$ cat src/rtl/spm_pkg.sv
package spm_pkg;
  typedef enum logic [1:0] {
    PH_IDLE  = 2'd0,
    PH_ARMED = 2'd1,
    PH_RUN   = 2'd2
  } phase_t;
endpackage

$ cat src/rtl/spm_rise_detect.sv
module spm_rise_detect (
  input  logic clk,
  input  logic rst,
  input  logic sig_in,
  output logic rise
);
  logic sig_q;

  always_ff @(posedge clk) begin
    if (rst) sig_q <= 1'b0;
    else     sig_q <= sig_in;
  end

  assign rise = sig_in & ~sig_q;
endmodule

$ cat src/rtl/spm_tick_div.sv
module spm_tick_div #(
  parameter int DIV = 32
) (
  input  logic clk,
  input  logic rst,
  input  logic hold,
  input  logic half,
  output logic tick
);
  localparam int PW = $clog2(DIV);
  localparam logic [PW-1:0] LIM_FULL = PW'(DIV - 1);
  localparam logic [PW-1:0] LIM_HALF = PW'(DIV / 2 - 1);

  logic [PW-1:0] phase_q;
  logic [PW-1:0] lim;

  assign lim  = half ? LIM_HALF : LIM_FULL;
  assign tick = ~hold && (phase_q == lim);

  always_ff @(posedge clk) begin
    if (rst || hold)        phase_q <= '0;
    else if (phase_q >= lim) phase_q <= '0;
    else                    phase_q <= phase_q + 1'b1;
  end
endmodule

$ cat src/rtl/spm_period_counter.sv
module spm_period_counter
  import spm_pkg::*;
#(
  parameter int PERIODS = 64,
  parameter int DIV     = 32,
  parameter int W       = 11
) (
  input  logic         clk,
  input  logic         rst,
  input  logic         sync_in,
  input  logic         start,
  input  logic         half,
  output logic [W-1:0] count,
  output logic         done
);
  localparam int LW = $clog2(PERIODS + 1);
  localparam logic [LW-1:0] LAST = LW'(PERIODS - 1);
  localparam logic [W-1:0]  CMAX = {W{1'b1}};

  phase_t        phase_q;
  logic [LW-1:0] seen_q;
  logic          rise;
  logic          tick;

  spm_rise_detect u_edge (
    .clk(clk), .rst(rst), .sig_in(sync_in), .rise(rise)
  );

  spm_tick_div #(.DIV(DIV)) u_div (
    .clk(clk), .rst(rst), .hold(phase_q != PH_RUN), .half(half), .tick(tick)
  );

  always_ff @(posedge clk) begin
    if (rst) begin
      phase_q <= PH_IDLE;
      seen_q  <= '0;
      count   <= '0;
      done    <= 1'b0;
    end else if (start) begin
      phase_q <= PH_ARMED;
      seen_q  <= '0;
      count   <= '0;
      done    <= 1'b0;
    end else begin
      unique case (phase_q)
        PH_ARMED: if (rise) begin
          phase_q <= PH_RUN;
          seen_q  <= '0;
          count   <= '0;
        end
        PH_RUN: begin
          if (rise && seen_q == LAST) begin
            phase_q <= PH_IDLE;
            done    <= 1'b1;
          end else begin
            if (rise) seen_q <= seen_q + 1'b1;
            if (tick && count != CMAX) count <= count + 1'b1;
          end
        end
        default: ;
      endcase
    end
  end

  // a start clears flag and result on the next clock
  a_r2_start_clears: assert property (@(posedge clk) disable iff (rst)
    start |=> (!done && count == '0));

  // the count never decreases during a run
  a_r3_monotonic: assert property (@(posedge clk) disable iff (rst)
    (phase_q == PH_RUN && !start) |=> (count >= $past(count)));

  // a finished result holds until the next start
  a_r6_hold: assert property (@(posedge clk) disable iff (rst)
    (done && !start) |=> (done && $stable(count)));

  // the flag rises only on the sampled leading edge
  a_r6_rise_on_edge: assert property (@(posedge clk) disable iff (rst)
    $rose(done) |-> $past(rise));

  // a saturated count stays at all ones
  a_r7_saturate: assert property (@(posedge clk) disable iff (rst)
    (count == CMAX && !start) |=> (count == CMAX));
endmodule

$ cat src/rtl/sync_period_meter.sv
module sync_period_meter #(
  parameter int H_PERIODS = 64,
  parameter int H_DIV     = 32,
  parameter int H_W       = 11,
  parameter int V_DIV     = 512,
  parameter int V_W       = 9
) (
  input  logic           clk,
  input  logic           rst,
  input  logic           hsync,
  input  logic           vsync,
  input  logic           h_start,
  input  logic           v_start,
  input  logic           clk_is_4m,
  output logic [H_W-1:0] h_count,
  output logic           h_done,
  output logic [V_W-1:0] v_count,
  output logic           v_done
);
  spm_period_counter #(.PERIODS(H_PERIODS), .DIV(H_DIV), .W(H_W)) u_h (
    .clk(clk), .rst(rst), .sync_in(hsync), .start(h_start),
    .half(clk_is_4m), .count(h_count), .done(h_done)
  );

  spm_period_counter #(.PERIODS(1), .DIV(V_DIV), .W(V_W)) u_v (
    .clk(clk), .rst(rst), .sync_in(vsync), .start(v_start),
    .half(clk_is_4m), .count(v_count), .done(v_done)
  );
endmodule

$ cat config.mk
export PLATFORM = sky130hd
export DESIGN_NAME = sync_period_meter
export DESIGN_NICKNAME = d
export VERILOG_FILES = /design/src/rtl/spm_pkg.sv /design/src/rtl/spm_rise_detect.sv /design/src/rtl/spm_tick_div.sv /design/src/rtl/spm_period_counter.sv /design/src/rtl/sync_period_meter.sv
export SDC_FILE = /design/constraint.sdc
export NUM_CORES = 1
export LEC_CHECK = 0
export BUFFER_PORTS_ARGS = -buffer_cell sky130_fd_sc_hd__buf_4
export CAP_MARGIN = 20
export CORE_UTILIZATION = 35
export CTS_CLUSTER_DIAMETER = 200
export DETAILED_ROUTE_END_ITERATION = 8
export PLACE_DENSITY = 0.66
export RECOVER_POWER = 100
export SYNTH_ARGS = -nofsm -noshare
export SYNTH_HDL_FRONTEND = slang
export SYNTH_SLANG_ARGS = --single-unit
$ cat constraint.sdc
create_clock -name clk -period 2.2 [get_ports clk]
set_clock_uncertainty 0.15 [all_clocks]
set_input_delay 0.22 -clock clk [delete_from_list [all_inputs] [get_ports clk]]
set_output_delay 0.22 -clock clk [all_outputs]
set_load 0.01 [all_outputs]
==> Yosys cells after proc, flatten, opt, wreduce, memory -nomap -nowiden <==
Cells that the tools add are included.
{ "classes": {"eq_ne": 25, "bitwise_logic": 7, "order_cmp": 2, "n_reduce_logical": 26, "mux": 26, "add_sub_neg": 6} }
{ "ops": {"columns": ["op", "count"], "rows": [
  ["9-bit two-way mux", 4],
  ["11-bit two-way mux", 3],
  ["11-bit case mux with 2 select lines", 1],
  ["7-bit two-way mux", 3],
  ["9-bit by 1-bit adder with 9-bit output (second input constant)", 2],
  ["9-bit case mux with 2 select lines", 1],
  ["2-bit by 1-bit != test with 1-bit output (second input constant)", 8],
  ["4-bit AND reduction", 4],
  ["7-bit case mux with 2 select lines", 1],
  ["3-bit by 2-bit != test with 1-bit output (second input constant)", 4],
  ["3-bit AND reduction", 4],
  ["11-bit by 1-bit adder with 11-bit output (second input constant)", 1],
  ["11-bit != test (second input constant)", 1],
  ["9-bit equality test", 1],
  ["9-bit greater-or-equal comparator", 1],
  ["9-bit != test (second input constant)", 1],
  ["2-bit two-way mux", 4],
  ["2-bit != test (second input constant)", 4],
  ["2-bit case mux with 2 select lines", 2],
  ["2-bit OR reduction", 4],
  ["7-bit by 1-bit adder with 7-bit output (second input constant)", 1],
  ["7-bit by 6-bit equality test with 1-bit output (second input constant)", 1],
  ["1-bit logical AND", 6],
  ["3-bit nonzero test", 2],
  ["other kinds (14)", 28]
]} }
{ "word_totals": {"word_cells": 106, "register_bits": 50} }

==> Depth between registers and ports, before layout <==
Gate-level depths: netlist of run 1.
{ "depth": {"depth_word": 7, "ltp_mapped": 10} }

==> Cells and area by module <==
Synthesis of run 1 repeated with hierarchy kept, for this count alone.
{ "unflattened": {"hier_cells": 300, "hier_area_um2": 2600.0} }
{ "by_module_without_submodules": {"columns": ["module", "seq_area_each_um2", "cells_each", "area_each_um2", "n_inst"], "rows": [
  ["spm_period_counter at u_h", 420.4, 139, 1192.4, 1],
  ["spm_period_counter at u_v", 260.2, 75, 620.6, 1],
  ["spm_tick_div at u_v.u_div", 180.2, 55, 461.7, 1],
  ["spm_tick_div at u_h.u_div", 100.1, 25, 230.2, 1],
  ["spm_rise_detect", 20.0, 3, 47.5, 2]
]} }

==> Least setup slack after synthesis of run 1 <==
Ideal clock, no wire load.
{ "synth_path": {"path_kind": "register to register", "startpoint": "register u_v.count[0]", "endpoint": "register u_v.count[7]", "stages_incl_launch_ff": 11, "path_slack_ns": -0.270, "required_time_ns": 1.985, "path_buffers": 0, "t_arrival_ns": 2.255, "synth_period_minus_slack_ns": 2.470, "setup_ns": 0.065, "cell_sequence": "dfxtp_1 -> ha_1 -> nand3_1 -> nor2_1 -> and3_1 -> ha_1 -> and4b_1 -> nand4_4 -> nor4_1 -> mux2_2 -> nor2_1"} }
{ "synth_between": {"elab_chain_len": 4} }
{ "synth_lines": {"columns": ["item", "line_no", "text"], "rows": [
  ["start: declaration", "spm_period_counter.sv:13", "output logic [W-1:0] count,"],
  ["start signal: assignment", "spm_period_counter.sv:57", "if (tick && count != CMAX) count <= count + 1'b1;"],
  ["9-bit by 1-bit adder with 9-bit output / 9-bit != test (equally long branches)", "spm_period_counter.sv:57", null],
  ["9-bit two-way mux / 1-bit logical AND (equally long branches)", "spm_period_counter.sv:57", null],
  ["9-bit two-way mux / 2-bit by 1-bit != test with 1-bit output (equally long branches)", null, null],
  ["9-bit case mux with 2 select lines / 4-bit AND reduction (equally long branches)", null, null]
]} }
Parallel ways exist; a longest one is shown, timed or not. The select of a mux whose other input is x is not followed.
A chain may end at the register's enable or synchronous reset.

==> Worst setup path in the final report of run 1 <==
{ "layout_path": {"startpoint": "register u_v.count[0]", "endpoint": "register u_v.count[4]"} }
Same word-level chain as after synthesis.

==> flow_metrics.env, run 1 <==
export IMPL_rsz0062_at_grt="yes"
export IMPL_design_area_um2=3200
export IMPL_dp_hpwl_um=4610
export IMPL_final_common_cell="dfxtp_1"
export IMPL_clockPowerShare_pct=33.6
export IMPL_grt_overflow=0
export IMPL_num_nets_final=396
export IMPL_synth_seq_cells=50
export IMPL_io_buffers=28
export IMPL_worstSetupEndpointType="flip-flop"
export IMPL_slew_violations=0
export IMPL_multi_input_area_um2=1530
export IMPL_grtUsageMet3_pct=2.99
export IMPL_die_width_um=88.6
export IMPL_period_needed_ns=2.27
export IMPL_vias=2513
export IMPL_worst_pin_slew_ns=0.595
export IMPL_ant_nets=0
export IMPL_netlist_area_um2=2630
export IMPL_ys_warn_count=0
export IMPL_tritoncts="built"
export IMPL_rows=31
export IMPL_synth_cells=316
export IMPL_tns_ns=-0.215
export IMPL_cts_max_path_buffers=2
export IMPL_htreeDepth=2
export IMPL_layout_drive_gt1_share_pct=17.2
export IMPL_grt_max_degree=16
export IMPL_most_common_layout_cells="dfxtp_1, nor2_1, buf_4"
export IMPL_finalCritPeriodShare_pct=103
export IMPL_finalSetupViolations=6
export IMPL_grtUsageMet1_pct=21.2
export IMPL_ir_worst_vdd_mv=0.237
export IMPL_core_um2=7250
export IMPL_placed_area_um2=3170
export IMPL_grt_usage_pct=16.9
export IMPL_clock_sinks=50
export IMPL_p_int_mw=1.24
export IMPL_via_per_inst=5.27
export IMPL_utilization_pct=44.1
export IMPL_die_y_um=88.6
export IMPL_p_leak_nw=1.13
export IMPL_crit_path_start_kind="flip-flop"
export IMPL_switching_power_mw=0.426
export IMPL_pwr_share_comb_pct=11.2
export IMPL_syn_area_per_cell_um2=8.31
export IMPL_top_usage_layer="met2"
export IMPL_drt_wl_total_um=6130
export IMPL_maxCapViolations=0
export IMPL_hold_violations=0
export IMPL_yosysUniqueCellTypes=55
export IMPL_hp_class="in -> reg"
export IMPL_start_util_pct=36.2
export IMPL_synthArstFlopShare_pct=0
export IMPL_path_max_fanout=8
export IMPL_p_per_area_nw_per_um2=520
export IMPL_clkSlewWorstSetupHoldPaths_ns=0.09
export IMPL_insertion_delay_ns=0.31
export IMPL_diodes=0
export IMPL_swShare_pct=25.6
export IMPL_cts_made_buffers=5
export IMPL_firstDrtPassIters=4
export IMPL_cts_root_buf="clkbuf_8"
export IMPL_nFillCells=742
export IMPL_status="finished with violations"
export IMPL_critical_path_class="reg -> reg"
export IMPL_relSlewSlack_pct=60.3
export IMPL_pin_count=29
export IMPL_violations="setup timing"
export IMPL_syn2layout_area_growth_pct=21.9
export IMPL_synth_seq_area_share_pct=38.1
export IMPL_synth_edf_count=0
export IMPL_required_ns=2.30
export IMPL_fin_ws_ns=-0.0696
export IMPL_antenna_found_initial=0
export IMPL_dieArea_um2=7850
export IMPL_synth_nets=335
export IMPL_seqCellArea_um2=1010
export IMPL_timing_fmax_mhz=441
export IMPL_grt_pass1_vias=2261
export IMPL_drc=0
export IMPL_drt_initial_drc_count=80
export IMPL_gp_congestion=0.867
export IMPL_place_ws_ns=-0.108
export IMPL_wire_per_inst_um=12.9
export IMPL_synthFlopType="dfxtp_1"
export IMPL_seqPwrFrac_pct=55.2
export IMPL_critPathArrivalTime_ns=2.36
export IMPL_use_met2_pct=29.3
export IMPL_grt_first_pass_wirelength_um=10300
-- power groups by stage --
stage	combinational [mW]	clock [mW]	sequential (mW)
after floorplan	0.126	0	0.938
after global placement	0.191	0	0.939
after detailed placement	0.192	0	0.939
after CTS	0.198	0.580	0.918
after global routing	0.209	0.619	0.919
final	0.187	0.559	0.918
-- metrics by stage --
stage	power [mW]	cells	hold WS, ns
final	1.66	477	0.0102
after global routing	1.75	477	0.00915
after CTS	1.70	474	0.00119
after detailed placement	1.13	462	0.287
after global placement	1.13	462	0.277
after floorplan	1.06	316	0.187
-- final cells by class --
class	count	share of cell area, %
multi-input cells	242	47.9
flip-flops and latches	50	31.4
repair buffers	65	12.3
well taps	99	3.87
clock buffers	6	2.58
inverters	13	1.52
clock inverters	2	0.391
-- Yosys cell counts, types with 3 or more instances --
cell type  count  share of area, %
xor2_1         5               1.7
a21o_1         3              0.86
xnor2_1        4               1.3
nand2b_1       4              0.95
clkbuf_1       6              0.86
inv_1         12               1.7
and4_1         3               1.0
nor2b_1        4              0.95
nand2_1       30               4.3
a21oi_1       24               4.6
o211ai_1       4               1.1
nand4b_1       3               1.0
a31oi_1        7               1.7
nand3_1       20               3.8
and3_1         4              0.95
nor4_1         3              0.71
nand4_1        5               1.2
a211oi_1       3              0.86
o21ai_0       15               2.9
nor2_1        35               5.0
buf_2          4              0.76
and4b_1        3               1.1
ha_1          12               5.7
and2_1         4              0.95
nor3_1        12               2.3
dfxtp_1       50                38
or4_1          4               1.1
-- sequential cells by signal, indices dropped and copies added (netlist names) --
register           count
u_v.phase_q            2
u_h.phase_q            2
u_h.seen_q             7
u_h.u_edge.sig_q       1
u_v.seen_q             1
u_v.done               1
u_v.u_div.phase_q      9
u_h.count             11
u_v.count              9
u_h.u_div.phase_q      5
u_v.u_edge.sig_q       1
u_h.done               1
-- critical path: stages, from the launching register on --
cell,delay (ns)
dfxtp_4,0.36
ha_4,0.15
nand3_2,0.08
nor2_2,0.04
and3_1,0.17
ha_2,0.15
and4b_2,0.31
nand4_4,0.16
or4_1,0.50
a31oi_1,0.14
-- repair_timing --
item,4_1_cts,5_1_grt
hold buffers,3,0
endpoints found under the setup margin,3,14
resized for setup,2,6
buffers inserted,1,4
gates cloned,0,0
pin swaps,2,6
endpoints found under the hold margin,3,0
-- metal layers --
metal  routed length [µm]  share of wire, %
met5                    0                 0
met4                   69               1.1
met3                  206               3.4
met2                 2960                48
met1                 2900                47
-- path summary, 6_finish.rpt --
path | startpoint | end | cells after the start | slack [ns]
max | u_v.count[0] | u_v.count[4] | 9 | -0.07
min | rst | u_h.phase_q[0] | 2 | 0.01
min reg2reg | u_h.done | u_h.done | 2 | 0.30
max reg2reg | u_v.count[0] | u_v.count[4] | 9 | -0.07
-- kinds of logic after synthesis --
kind of cell             share of synthesized area, %
AO/OA/AOI/OAI                                    20.0
XOR/XNOR                                         3.00
adder cells (fa/ha/maj)                          5.72
buffers and inverters                            3.91
flip-flops                                       38.1
multiplexers                                    0.810
AND/OR/NAND/NOR                                  28.4
Note: power is estimated with default switching activity, not from simulation.
==> run 2: changes to the inputs <==
--- a/config.mk
+++ b/config.mk
@@ -5,6 +5,7 @@
 export SDC_FILE = /design/constraint.sdc
 export NUM_CORES = 1
 export LEC_CHECK = 0
+export ABC_AREA = 1
 export BUFFER_PORTS_ARGS = -buffer_cell sky130_fd_sc_hd__buf_4
 export CAP_MARGIN = 20
 export CORE_UTILIZATION = 35
==> flow_metrics.env, run 2 <==
export IMPL_status="complete, no violations"
export IMPL_min_from="v_start"
export IMPL_synth_cells=403
export IMPL_cts_made_buffers=5
export IMPL_grt_usage_pct=15.3
export IMPL_drt_wl_total_um=5990
export IMPL_ys_warn_count=0
export IMPL_slew_violations=0
export IMPL_most_common_layout_cells="nand2_1, nor2_1, inv_1"
export IMPL_insertion_delay_ns=0.31
export IMPL_synth_seq_area_share_pct=36.7
export IMPL_crit_path_start_kind="input pin"
export IMPL_vias=2575
export IMPL_htreeDepth=2
export IMPL_ant_nets=0
export IMPL_r2r_cells=9
export IMPL_max_stage_delay_ns=0.55
export IMPL_finalCritPeriodShare_pct=94.0
export IMPL_num_nets_final=466
export IMPL_synth_top_area_cell="dfxtp_1"
export IMPL_largestRegisters="u_h.count (11), u_v.count (9), u_v.u_div.phase_q (9)"
export IMPL_drc=0
export IMPL_grt_max_degree=24
export IMPL_grt_pass1_vias=2327
export IMPL_crit_path_top_delay_cell="dlygate4sd3_1"
export IMPL_wire_per_inst_um=11.0
export IMPL_diodes=0
export IMPL_finalSetupViolations=0
export IMPL_path_max_fanout=3
export IMPL_ir_worst_vdd_mv=0.338
export IMPL_firstDrtPassIters=4
export IMPL_yosysMostFrequentCell="nand2_1"
export IMPL_final_common_cell="nand2_1"
export IMPL_clock_sinks=50
export IMPL_required_ns=2.25
export IMPL_die_y_um=90.3
export IMPL_worstSetupEndpointType="flip-flop"
export IMPL_grt_overflow=0
export IMPL_ys_top_cells_by_area="dfxtp_1, nand2_1, nor2_1, nand3_1, inv_1"
export IMPL_synth_seq_cells=50
export IMPL_crit_end="u_v.phase_q[0]"
export IMPL_layout_drive_gt1_share_pct=9.60
export IMPL_cts_max_path_buffers=2
export IMPL_timing_fmax_mhz=484
export IMPL_cts_root_buf="clkbuf_8"
export IMPL_cp_startpoint="vsync"
export IMPL_rows=31
export IMPL_maxCapViolations=0
export IMPL_netlist_area_um2=2730
export IMPL_synth_nets=422
export IMPL_design_area_um2=3190
export IMPL_reg2reg_from="u_h.phase_q[0]"
export IMPL_pin_count=29
export IMPL_path_cells="dlygate4sd3_1 -> clkbuf_1 -> nand3_1 -> nor2_1 -> a21oi_1 -> o21ai_0 -> a21oi_1 -> dlygate4sd3_1"
export IMPL_core_um2=7410
export IMPL_critical_path_top_delay_family="buffers and inverters"
export IMPL_synth_edf_count=0
export IMPL_synthFlopType="dfxtp_1"
export IMPL_relSlewSlack_pct=52.7
export IMPL_reg2reg_slack_ns=0.16
export IMPL_gp_congestion=0.839
export IMPL_io_buffers=28
export IMPL_synth_top_area_share_pct=36.7
export IMPL_hold_violations=0
export IMPL_critPathArrivalTime_ns=2.12
export IMPL_drt_initial_drc_count=86
export IMPL_syn2layout_area_growth_pct=16.8
export IMPL_placed_area_um2=3080
export IMPL_reg2reg_to="u_h.phase_q[0]"
export IMPL_regMostFlops="u_h.count"
export IMPL_start_util_pct=36.8
export IMPL_critical_path_class="in -> reg"
export IMPL_period_needed_ns=2.07
export IMPL_tritoncts="built"
export IMPL_dp_hpwl_um=4360
export IMPL_die_width_um=90.3
export IMPL_hp_class="in -> reg"
export IMPL_largest_register_ffs=11
export IMPL_grt_first_pass_wirelength_um=10400
export IMPL_via_per_inst=4.71
export IMPL_p_leak_nw=1.20
export IMPL_p_per_area_nw_per_um2=573
export IMPL_worst_pin_slew_ns=0.709
export IMPL_crit_cells=8
export IMPL_antenna_found_initial=0
export IMPL_rsz0062_at_grt="no"
export IMPL_tns_ns=0
export IMPL_clkSlewWorstSetupHoldPaths_ns=0.10
export IMPL_syn_area_per_cell_um2=6.77
export IMPL_synthArstFlopShare_pct=0
export IMPL_crit_buf_inv=3
export IMPL_yosysUniqueCellTypes=28
export IMPL_dieArea_um2=8150
export IMPL_synth_commonest_cells="nand2_1, nor2_1, inv_1, dfxtp_1, nand3_1"
[run 2: logic make-up (layout without fill, tap and decap cells)]
kind of cell               after synthesis  in the layout  share of synthesized area, %
xor gates and xnor gates                12             12                          3.85
buffers and inverters                   67            112                          10.2
and+or+nand+nor                        218            218                          35.1
adders and majority gates               12             12                          5.50
DFF                                     50             50                          36.7
AOI/OAI and AO/OA                       44             44                          8.67
[run 2: where the power goes]
| group | internal, mW | leakage (nW) | switching, mW |
|---|---|---|---|
| registers | 0.922 | 0.406 | 0.0164 |
| clock network | 0.341 | 0.0585 | 0.323 |
| logic | 0.0815 | 0.731 | 0.142 |
| total | 1.34 | 1.20 | 0.482 |
[run 2: routing by layer]
layer	vias up	wire length, µm	track usage, %
met2	36	2880	26.7
met4	0	68	4.44
met5	-	0	0
met1	1160	2860	19.0
met3	5	188	3.20
li1	1374	-	-
[run 2: metrics by stage]
| stage | worst slack [ns] | hold slack [ns] | util (%) | total power [mW] | cells |
|---|---|---|---|---|---|
| floorplan | 0.175 | 0.177 | - | 1.12 | 403 |
| global placement | 0.231 | 0.281 | 41.5 | 1.17 | 531 |
| detailed placement | 0.118 | 0.293 | 41.5 | 1.17 | 531 |
| CTS | 0.0889 | 0.0308 | 44.1 | 1.86 | 547 |
| global route | 0.00953 | 0.0322 | 43.0 | 1.93 | 547 |
| finish | 0.132 | 0.0378 | 43.0 | 1.83 | 547 |
[run 2: repair_timing]
action | CTS | global route
setup endpoints to repair | 0 | 9
setup buffers | 0 | 0
endpoints found under the hold margin | 4 | 0
hold buffers | 8 | 0
resized for setup | 0 | 6
[run 2: worst min-delay path, delay by kind of cell]
kind / cells / cell delay, ns
AND/OR/NAND/NOR: 3 / 0.16
buffers and inverters: 1 / 0.08
[run 2: worst min-delay path by stage]
stage | to | cells after the start | slack [ns]
4_1_cts | u_v.count[5] | 4 | 0.03
6_report | u_v.count[5] | 4 | 0.04
3_3_place_gp | u_h.u_div.phase_q[0] | 1 | 0.28
3_5_place_dp | u_h.u_div.phase_q[0] | 1 | 0.29
2_1_floorplan | u_v.u_edge.sig_q | 2 | 0.18
5_1_grt | u_v.count[5] | 4 | 0.03
[run 2: layout make-up]
cell class              instances  area [µm²]
multi-input cells             286        1450
flip-flops and latches         50        1000
clock inverters                 3        43.8
well taps                      99         124
repair buffers                 46         283
fillers                       795        4220
inverters                      58         218
clock buffers                   5        68.8
==> run 3: changes to the inputs <==
--- a/config.mk
+++ b/config.mk
@@ -11,8 +11,10 @@
 export CORE_UTILIZATION = 35
 export CTS_CLUSTER_DIAMETER = 200
 export DETAILED_ROUTE_END_ITERATION = 8
+export HOLD_SLACK_MARGIN = 0.15
 export PLACE_DENSITY = 0.66
 export RECOVER_POWER = 100
 export SYNTH_ARGS = -nofsm -noshare
 export SYNTH_HDL_FRONTEND = slang
 export SYNTH_SLANG_ARGS = --single-unit
+export TNS_END_PERCENT = 50
==> constraint.sdc (replaced) <==
create_clock -name clk -period 1.68 [get_ports clk]
set_clock_uncertainty 0.15 [all_clocks]
set_input_delay 0.168 -clock clk [delete_from_list [all_inputs] [get_ports clk]]
set_output_delay 0.168 -clock clk [all_outputs]
set_load 0.01 [all_outputs]
==> flow_metrics.env, run 3 (synthesis results as in run 2) <==
export IMPL_largestRegisters="u_h.count (11), u_v.count (9), u_v.u_div.phase_q (9)"
export IMPL_grt_usage_pct=15.9
export IMPL_crit_end="u_v.count[7]"
export IMPL_grt_overflow=0
export IMPL_cp_common_cell="nand2_4"
export IMPL_final_cells=591
export IMPL_status="finished with violations"
export IMPL_drc=0
export IMPL_gp_congestion=0.823
export IMPL_cts_root_buf="clkbuf_8"
export IMPL_fin_ws_ns=-0.238
export IMPL_path_max_fanout=8
export IMPL_die_width_um=90.3
export IMPL_hold_violations=0
export IMPL_antenna_found_initial=0
export IMPL_finalCritPeriodShare_pct=114
export IMPL_num_nets_final=510
export IMPL_use_met2_pct=28.5
export IMPL_regMostFlops="u_h.count"
export IMPL_p_per_area_nw_per_um2=662
export IMPL_ant_nets=0
export IMPL_cp_startpoint="u_v.count[0]"
export IMPL_drt_wl_total_um=6970
export IMPL_worst_pin_slew_ns=0.420
export IMPL_finalSetupViolations=9
export IMPL_die_y_um=90.3
export IMPL_drt_initial_drc_count=123
export IMPL_dp_hpwl_um=4640
export IMPL_vias=2870
export IMPL_grtUsageMet1_pct=19.2
export IMPL_most_common_layout_cells="nand2_1, buf_4, nor2_1"
export IMPL_grtUsageMet3_pct=3.03
export IMPL_reg2reg_from="u_v.count[0]"
export IMPL_critical_path_top_delay_family="simple AND/OR/NAND/NOR gates"
export IMPL_maxCapViolations=0
export IMPL_start_util_pct=36.8
export IMPL_relSlewSlack_pct=71.8
export IMPL_insertion_delay_ns=0.31
export IMPL_slew_violations=0
export IMPL_ir_worst_vdd_mv=0.278
export IMPL_reg2reg_slack_ns=-0.24
export IMPL_worstSetupEndpointType="flip-flop"
export IMPL_crit_cells=12
export IMPL_syn2layout_area_growth_pct=42.6
export IMPL_layout_drive_gt1_share_pct=29.9
export IMPL_violations="setup timing"
export IMPL_io_buffers=28
export IMPL_required_ns=1.78
export IMPL_tritoncts="built"
export IMPL_rsz0062_at_grt="yes"
export IMPL_core_um2=7410
export IMPL_htreeDepth=2
export IMPL_nFillCells=700
export IMPL_crit_path_top_delay_cell="dfxtp_4"
export IMPL_firstDrtPassIters=4
export IMPL_critPathArrivalTime_ns=2.02
export IMPL_p_leak_nw=1.54
export IMPL_hp_class="in -> reg"
export IMPL_rows=31
export IMPL_final_common_cell="nand2_1"
export IMPL_crit_path_start_kind="flip-flop"
export IMPL_top_usage_layer="met2"
export IMPL_largest_register_ffs=11
export IMPL_place_ws_ns=-0.240
export IMPL_wire_per_inst_um=11.8
export IMPL_dieArea_um2=8150
export IMPL_reg2reg_to="u_v.count[7]"
export IMPL_diodes=0
export IMPL_r2r_cells=12
export IMPL_period_needed_ns=1.92
export IMPL_pin_count=29
export IMPL_crit_buf_inv=1
export IMPL_path_cells="ha_4 -> nand3_4 -> nor3_4 -> nand2_2 -> nor2_2 -> ha_2 -> inv_2 -> nand4_1 -> nand2_4 -> nand2_4 -> nand2_1 -> a21oi_2"
export IMPL_cts_max_path_buffers=2
export IMPL_grt_first_pass_wirelength_um=10900
export IMPL_cts_made_buffers=5
export IMPL_dp_cells=559
export IMPL_via_per_inst=4.86
export IMPL_max_stage_delay_ns=0.37
export IMPL_grt_pass1_vias=2610
export IMPL_grt_max_degree=19
export IMPL_critical_path_class="reg -> reg"
export IMPL_clock_sinks=50
export IMPL_clkSlewWorstSetupHoldPaths_ns=0.10
export IMPL_timing_fmax_mhz=521
==> run 3: changes by cell type in the layout (fill, tap and decap cells not counted), moves of 5 or more <==
cell,delta
dfxtp_1,-8
buf_6,+6
ha_4,+5
buf_4,+55
a21oi_2,+5
ha_1,-5
clkbuf_1,-18
nand3_2,+6
nand3_1,-9
a21oi_1,-5
dfxtp_2,+6
==> run 3: what timing repair did <==
| action | CTS | global route |
|---|---|---|
| cloned | 0 | 1 |
| pin swaps | 3 | 23 |
| setup endpoints to repair | 18 | 40 |
| endpoints found under the hold margin | 16 | 0 |
| hold buffers | 7 | 0 |
| buffers inserted | 3 | 14 |
| resized for setup | 9 | 60 |
==> run 3: how the worst min path moves through the flow <==
stage	end	startpoint	cells past startpoint
global route	u_h.u_div.phase_q[2]	clk_is_4m	5
floorplan	u_v.u_edge.sig_q	vsync	2
global placement	u_h.u_edge.sig_q	hsync	3
CTS	u_v.u_div.phase_q[7]	clk_is_4m	7
detailed placement	u_h.u_edge.sig_q	hsync	3
finish	u_h.u_div.phase_q[2]	clk_is_4m	5
==> run 3: metrics by stage <==
stage	cell area, µm²	setup TNS [ns]	hold slack [ns]	power, mW	utilization, %
after global routing	3890	-4.09	0.284	2.70	52.5
after global placement	3340	-1.13	0.245	1.59	45.0
after detailed placement	3340	-1.81	0.259	1.59	45.0
after floorplan	2770	-0.715	0.125	1.46	-
final	3890	-1.87	0.253	2.58	52.5
after CTS	3590	-1.85	0.254	2.53	48.5
==> run 3: tightest hold or removal path, cell delays in order <==
cell and delay, ns:
buf_4 0.11, ha_4 0.12, nor3_1 0.04, o211ai_1 0.19, nor2_1 0.06
==> run 3: layer usage <==
layer  share of wire (%)  vias to the layer above
met5                   0                        -
met4                 1.2                        0
met3                 3.4                        8
met2                  51                       68
met1                  45                     1326
li1                    -                     1468
==> run 3: final cells by class <==
class / instances / area [µm²] / area share [%]
Inverter: 58 / 223 / 5.73
Sequential cell: 50 / 1020 / 26.2
Timing Repair inverter: 1 / 8.76 / 0.225
Clock inverter: 3 / 47.5 / 1.22
Multi-Input combinational cell: 286 / 1690 / 43.4
Clock buffer: 5 / 68.8 / 1.77
Tap cell: 99 / 124 / 3.18
Timing Repair Buffer: 89 / 713 / 18.3
==> run 3: power breakdown <==
part / leakage, nW / internal [mW] / switching, mW
sequential: 0.410 / 1.21 / 0.0231
clock: 0.0591 / 0.455 / 0.448
combinational: 1.07 / 0.202 / 0.243
